--- src/rtl/subword_mem_pkg.sv ---
package subword_mem_pkg;
  localparam int unsigned ROW_BYTES = 8;
  localparam int unsigned ROW_BITS  = ROW_BYTES * 8;
  localparam int unsigned LANE_W    = $clog2(ROW_BYTES);

  typedef enum logic [1:0] {
    SZ_BYTE = 2'd0,
    SZ_HALF = 2'd1,
    SZ_WORD = 2'd2,
    SZ_DBL  = 2'd3
  } acc_size_e;

  typedef logic [ROW_BITS-1:0] row_t;
endpackage

--- src/rtl/subword_align_chk.sv ---
module subword_align_chk
  import subword_mem_pkg::*;
(
  input  logic [LANE_W-1:0] lane_off,
  input  acc_size_e         size,
  output logic              bad
);
  always_comb begin
    unique case (size)
      SZ_BYTE: bad = 1'b0;
      SZ_HALF: bad = lane_off[0];
      SZ_WORD: bad = |lane_off[1:0];
      default: bad = |lane_off;
    endcase
  end
endmodule

--- src/rtl/subword_byte_rev.sv ---
module subword_byte_rev
  import subword_mem_pkg::*;
(
  input  row_t      din,
  input  acc_size_e size,
  input  logic      en,
  output row_t      dout
);
  logic [LANE_W-1:0] last_lane;

  always_comb begin
    unique case (size)
      SZ_BYTE: last_lane = 3'd0;
      SZ_HALF: last_lane = 3'd1;
      SZ_WORD: last_lane = 3'd3;
      default: last_lane = 3'd7;
    endcase
  end

  for (genvar i = 0; i < ROW_BYTES; i++) begin : g_lane
    logic [LANE_W-1:0] src;
    logic [7:0]        rev_byte;
    always_comb begin
      src = last_lane - LANE_W'(i);
      if (LANE_W'(i) <= last_lane) rev_byte = din[src*8 +: 8];
      else                         rev_byte = 8'h00;
    end
    assign dout[i*8 +: 8] = en ? rev_byte : din[i*8 +: 8];
  end
endmodule

--- src/rtl/subword_lane_unit.sv ---
module subword_lane_unit
  import subword_mem_pkg::*;
(
  input  row_t              row,
  input  logic [LANE_W-1:0] lane_off,
  input  acc_size_e         size,
  input  row_t              wdata,
  output row_t              load_val,
  output row_t              merged
);
  logic [5:0] shamt;
  row_t       width_mask;
  row_t       lane_mask;

  always_comb begin
    shamt = {lane_off, 3'b000};
    unique case (size)
      SZ_BYTE: width_mask = 64'h0000_0000_0000_00FF;
      SZ_HALF: width_mask = 64'h0000_0000_0000_FFFF;
      SZ_WORD: width_mask = 64'h0000_0000_FFFF_FFFF;
      default: width_mask = '1;
    endcase
    lane_mask = width_mask << shamt;
  end

  always_comb begin
    if (size == SZ_DBL) begin
      load_val = row;
      merged   = wdata;
    end else begin
      load_val = (row >> shamt) & width_mask;
      merged   = (row & ~lane_mask) | ((wdata & width_mask) << shamt);
    end
  end
endmodule

--- src/rtl/subword_mem_port.sv ---
module subword_mem_port
  import subword_mem_pkg::*;
#(
  parameter int unsigned ROWS   = 16,
  localparam int unsigned ROW_W  = $clog2(ROWS),
  localparam int unsigned ADDR_W = ROW_W + LANE_W
) (
  input  logic              clk,
  input  logic              rst_n,
  input  logic              req_valid,
  input  logic [ADDR_W-1:0] req_addr,
  input  logic [1:0]        req_size,
  input  logic              req_write,
  input  logic [63:0]       req_wdata,
  input  logic              req_swap,
  output logic              rsp_valid,
  output logic [63:0]       rsp_rdata,
  output logic              rsp_misalign
);
  logic [ROWS-1:0][ROW_BITS-1:0] mem_q, mem_d;

  logic [ROW_W-1:0]  row_idx;
  logic [LANE_W-1:0] lane_off;
  acc_size_e         size;
  logic              mis_c;
  logic              wr_en;
  row_t              cur_row, st_data, ld_raw, ld_final, merged_row;
  row_t              rdata_d;

  assign row_idx  = req_addr[ADDR_W-1:LANE_W];
  assign lane_off = req_addr[LANE_W-1:0];
  assign size     = acc_size_e'(req_size);
  assign cur_row  = mem_q[row_idx];

  subword_align_chk u_align (
    .lane_off (lane_off),
    .size     (size),
    .bad      (mis_c)
  );

  subword_byte_rev u_st_rev (
    .din  (req_wdata),
    .size (size),
    .en   (req_swap),
    .dout (st_data)
  );

  subword_lane_unit u_lanes (
    .row      (cur_row),
    .lane_off (lane_off),
    .size     (size),
    .wdata    (st_data),
    .load_val (ld_raw),
    .merged   (merged_row)
  );

  subword_byte_rev u_ld_rev (
    .din  (ld_raw),
    .size (size),
    .en   (req_swap),
    .dout (ld_final)
  );

  assign wr_en   = req_valid & req_write & ~mis_c;
  assign rdata_d = (req_write | mis_c) ? '0 : ld_final;

  always_comb begin
    mem_d = mem_q;
    if (wr_en) mem_d[row_idx] = merged_row;
  end

  always_ff @(posedge clk or negedge rst_n) begin
    if (!rst_n)     mem_q <= '0;
    else if (wr_en) mem_q <= mem_d;
  end

  always_ff @(posedge clk or negedge rst_n) begin
    if (!rst_n) begin
      rsp_valid    <= 1'b0;
      rsp_rdata    <= '0;
      rsp_misalign <= 1'b0;
    end else begin
      rsp_valid <= req_valid;
      if (req_valid) begin
        rsp_rdata    <= rdata_d;
        rsp_misalign <= mis_c;
      end
    end
  end


  rsp_follows_req_chk: assert property (@(posedge clk) disable iff (!rst_n)
    req_valid |=> rsp_valid);

  idle_no_rsp_chk: assert property (@(posedge clk) disable iff (!rst_n)
    !req_valid |=> !rsp_valid);

  bad_store_hold_chk: assert property (@(posedge clk) disable iff (!rst_n)
    (req_valid && req_write && mis_c) |=> $stable(mem_q));

  bad_load_zero_chk: assert property (@(posedge clk) disable iff (!rst_n)
    (rsp_valid && rsp_misalign) |-> (rsp_rdata == 64'd0));

  no_req_no_write_chk: assert property (@(posedge clk) disable iff (!rst_n)
    !(req_valid && req_write) |=> $stable(mem_q));

  byte_never_bad_chk: assert property (@(posedge clk) disable iff (!rst_n)
    (req_valid && req_size == 2'd0) |=> !rsp_misalign);

  byte_load_narrow_chk: assert property (@(posedge clk) disable iff (!rst_n)
    (req_valid && !req_write && req_size == 2'd0) |=> (rsp_rdata[63:8] == 56'd0));

  store_rsp_zero_chk: assert property (@(posedge clk) disable iff (!rst_n)
    (req_valid && req_write) |=> (rsp_rdata == 64'd0));
endmodule

--- config.mk ---
export PLATFORM = sky130hd
export DESIGN_NAME = subword_mem_port
export DESIGN_NICKNAME = d
export VERILOG_FILES = /design/src/rtl/subword_mem_pkg.sv /design/src/rtl/subword_align_chk.sv /design/src/rtl/subword_byte_rev.sv /design/src/rtl/subword_lane_unit.sv /design/src/rtl/subword_mem_port.sv
export SDC_FILE = /design/constraint.sdc
export NUM_CORES = 2
export LEC_CHECK = 0
export CELL_PAD_IN_SITES_DETAIL_PLACEMENT = 0
export CELL_PAD_IN_SITES_GLOBAL_PLACEMENT = 1
export CORE_MARGIN = 4
export CORE_UTILIZATION = 30
export DETAILED_ROUTE_END_ITERATION = 6
export PLACE_DENSITY = 0.51
export SYNTH_ARGS = -nofsm -noshare
export SYNTH_HDL_FRONTEND = slang
export SYNTH_HIERARCHICAL = 1
export SYNTH_SLANG_ARGS = --single-unit
export TNS_END_PERCENT = 30
--- constraint.sdc ---
create_clock -name clk -period 7.3 [get_ports clk]
set_clock_uncertainty 0.15 [all_clocks]
set_input_delay 2.19 -clock clk [delete_from_list [all_inputs] [get_ports clk]]
set_output_delay 2.19 -clock clk [all_outputs]
set_load 0.05 [all_outputs]
==> results.cfg <==
[logic_synthesis]
postSynth.topFlopCell = dfrtp_1
synthesized_instance_count = 4293
post-synth-top-count-cell = dfrtp_1
synth.top_cell.area_share = 0.4731
yosysWarnings = 6
proportion_of_register_bits_with_asynchronous_set_or_reset_after_synthesis = 1.000
synth_nets = 4385
synth_seq_cells = 1090
adder_and_majority_gate_portion_of_the_synthesized_area = 0.003038
main_combinational_cell_family_by_area_after_synthesis = multiplexers
synth_simple_gate_area_frac = 0.04284
netlist_top_cells_count = dfrtp_1, mux2_2, mux4_2
muxShareOfSynthArea = 0.3622
synth-xor-area-share = 0.0003038
ys_top_cells_by_area = dfrtp_1, mux2_2, mux4_2
synth_edf_count = 0
synth_area_per_cell_um2 = 13.43
distinct_cells_synth = 80
synth_top_cell_by_area = dfrtp_1
synth-compound-area-share = 0.07271
combined_area_of_all_synthesized_cells_mm2 = 0.05765
yosysSeqAreaShare = 0.4731

[sta]
hold_slack_ns = 0.3319
finalHoldViolCount = 0
slew_violations = 0
fin_crit_sh = 0.8113
totalNegativeSetupSlack_ns = 0
grt_setup_unrepaired = false
timing_worst_slew_pin_value_ns = 1.448
post-route-worst-setup-slack_ns = 1.378
max_freq_mhz = 168.9
worst_slew_margin_rel = 0.03444
setup_viol_count_final = 0
final_period_minus_worst_setup_slack_ns = 5.922

[routing]
detailedRoute.firstIterationViolations = 3013
drc = 0
sum_of_routed_wire_length_over_all_layers_mm = 208.8
final_routed_wire_length_divided_by_cell_count_um = 29.83
routed_via_density = 5.515
drtAntennaViolNets = 0
route.vias.total = 38610
detailedRoute.firstPassIterationCount = 7

[critical_path]
rr_startpoint = mem_q[217]
crit_path_frequent_cell = mux2i_1
path_delay_family = multiplexers
rr_worst_depth = 13
setup.worst_path.end = rsp_rdata[61]
worst_setup_path_end_kind = flip-flop
worstPathBufferInverterCount = 3
worst-endpoint-arrival_ns = 6.38
worstReg2RegEnd = rsp_rdata[41]
crit_path_max_fanout = 57
r2r_slack_ns = 3.33
worst_ep_required_time_ns = 7.76
cp-startpoint = req_addr[3]
timing.critical_path.slowest_stage_cell = mux4_2
worst_setup_path_start_kind = input port
type_of_the_setup_path_with_the_least_slack = input port to flip-flop
critical_path.cell_chain = buf_8 -> buf_12 -> buf_12 -> mux4_2 -> a22oi_1 -> nand2_1 -> mux2i_1 -> mux2i_1 -> a221oi_1 -> nor2_1 -> mux2_2 -> mux2i_1 -> o221ai_1 -> nand2_1 -> o21ai_0
worstSetupPathDepth = 15
timing.critical_path.slowest_cell_delay_ns = 0.54

[place]
placed_cells = 6762
port-buffer-count = 143
preCtsSetupSlack_ns = 0.5898
place_hpwl_mm = 135.2
dpl-instance-area_mm2 = 0.06259
gp_routability_congestion = 0.8824

[flow_run]
cap_viol_max_count = 0

[global_route]
grt_max_degree = 142
antenna_found_initial = 4
grt_remaining_overflow = 0
grt.total_usage = 0.2089
global_route_wire_length_before_repair_mm = 303.8
first_global_vias = 39830

[floorplanning]
io-pin-count = 144
die_span_in_y_um = 446.4
std_cell_rows = 160
start_util = 0.3025
die_w_um = 446.4
design.core.area_mm2 = 0.1906
die-area_mm2 = 0.1992

[outcome]
run_status = finished, final reports clean

[finish]
syn_to_final_growth_pct = 16.38
instances_no_fill = 7001
postLayoutCellArea_mm2 = 0.06709
final_net_count = 4477
fraction_of_layout_cells_with_a_size_suffix_above_1 = 0.4057
final_util = 0.3520

[clock_tree]
hold_buffers = 0
tritoncts = yes
clock_insertion_delay_worst_skew_ns = 0.77
htreeDepth = 4
clock_sinks = 1090
cts_buffer_depth = 3
cts_post_setup_buffers_inserted = 0
post_cts_resized = 0
path_clk_slew_ns = 0.06
cts-root-buf = clkbuf_16
cts_inserted_buffers = 132

[hold_path]
holdCritPathClass = flip-flop to flip-flop
worstHoldStart = mem_q[26]

[pwr]
power.density_mw_per_mm2 = 237.6
leakagePower_nw = 30.29
vdd.ir_drop.worst_mv = 0.2266
fin_total_pwr_mw = 15.94
## kinds of logic (layout without fill, tap and decap cells)
logic type                 after synthesis  in the layout
and+or+nand+nor                        479            479
DFF                                   1090           1090
muxes                                 1554           1554
AOI/OAI and AO/OA                      586            586
buffers and inverters                  568            764
adders and majority gates               14             14
other                                    0              1
xor gates and xnor gates                 2              2
## worst min path at each step
stage | cells after the start | to
after floorplan | 1 | mem_q[104]
after global placement | 1 | mem_q[3]
after detailed placement | 1 | mem_q[25]
after CTS | 1 | mem_q[32]
after global routing | 1 | mem_q[30]
final | 1 | mem_q[26]
## cells in the final DEF (no fill, tap or decap), types with 23 or more instances in the layout
| cell type | synthesis | final |
|---|---|---|
| o221ai_1 | 86 | 86 |
| buf_4 | 16 | 167 |
| a221o_1 | 23 | 23 |
| dfrtp_1 | 1090 | 1090 |
| nand2_1 | 218 | 217 |
| mux4_2 | 313 | 313 |
| clkbuf_16 | 0 | 133 |
| clkdlybuf4s50_1 | 0 | 133 |
| nand3_1 | 30 | 30 |
| a21oi_1 | 47 | 47 |
| mux2i_1 | 122 | 122 |
| mux2_2 | 1024 | 1024 |
| and3_1 | 32 | 32 |
| clkbuf_1 | 149 | 36 |
| a22oi_1 | 187 | 187 |
| nor2b_1 | 40 | 38 |
| inv_1 | 167 | 167 |
| nor2_1 | 58 | 57 |
| buf_12 | 4 | 51 |
| nand2b_1 | 30 | 30 |
| o21ai_0 | 140 | 129 |
| clkbuf_8 | 0 | 33 |
| mux2_1 | 93 | 93 |
## state kept, by name, indices dropped and copies added (netlist names)
register	count
rsp_valid	1
rsp_rdata	64
mem_q	1024
rsp_misalign	1
## where the power goes
group          leakage (nW)  switching, mW  internal (mW)
clock network          2.20           2.74           4.05
logic                  13.1           1.38           1.01
registers              15.0          0.229           6.53
## worst register-to-register path: stages (launching register included)
cell and delay (ns):
dfrtp_1 0.37, mux4_2 0.47, a22oi_1 0.64, nand2_1 0.34, mux2i_1 0.27, mux2i_1 0.11, a221oi_1 0.34, nor2_1 0.22
mux2_2 0.33, mux2i_1 0.18, o221ai_1 0.13, buf_4 0.16, nand2_1 0.04, o21ai_0 0.08
## per-layer routing
layer | vias to the layer above | share of wire | GRT usage
li1 | 16340 | - | -
met3 | 311 | 0.049 | 0.03274
met1 | 20790 | 0.46 | 0.2942
met5 | - | 0 | 0
met2 | 1169 | 0.46 | 0.3299
met4 | 0 | 0.032 | 0.06649
## area by class of cell
cell class              count  area, um2
repair buffers            357       3666
multi-input cells        2635      27870
diodes                      1      2.502
inverters                 169      634.4
fillers                 18670     123500
clock inverters            36      584.3
clock buffers             202       3918
well taps                2511       3142
flip-flops and latches   1090      27280
(Power assumes the default switching activity.)
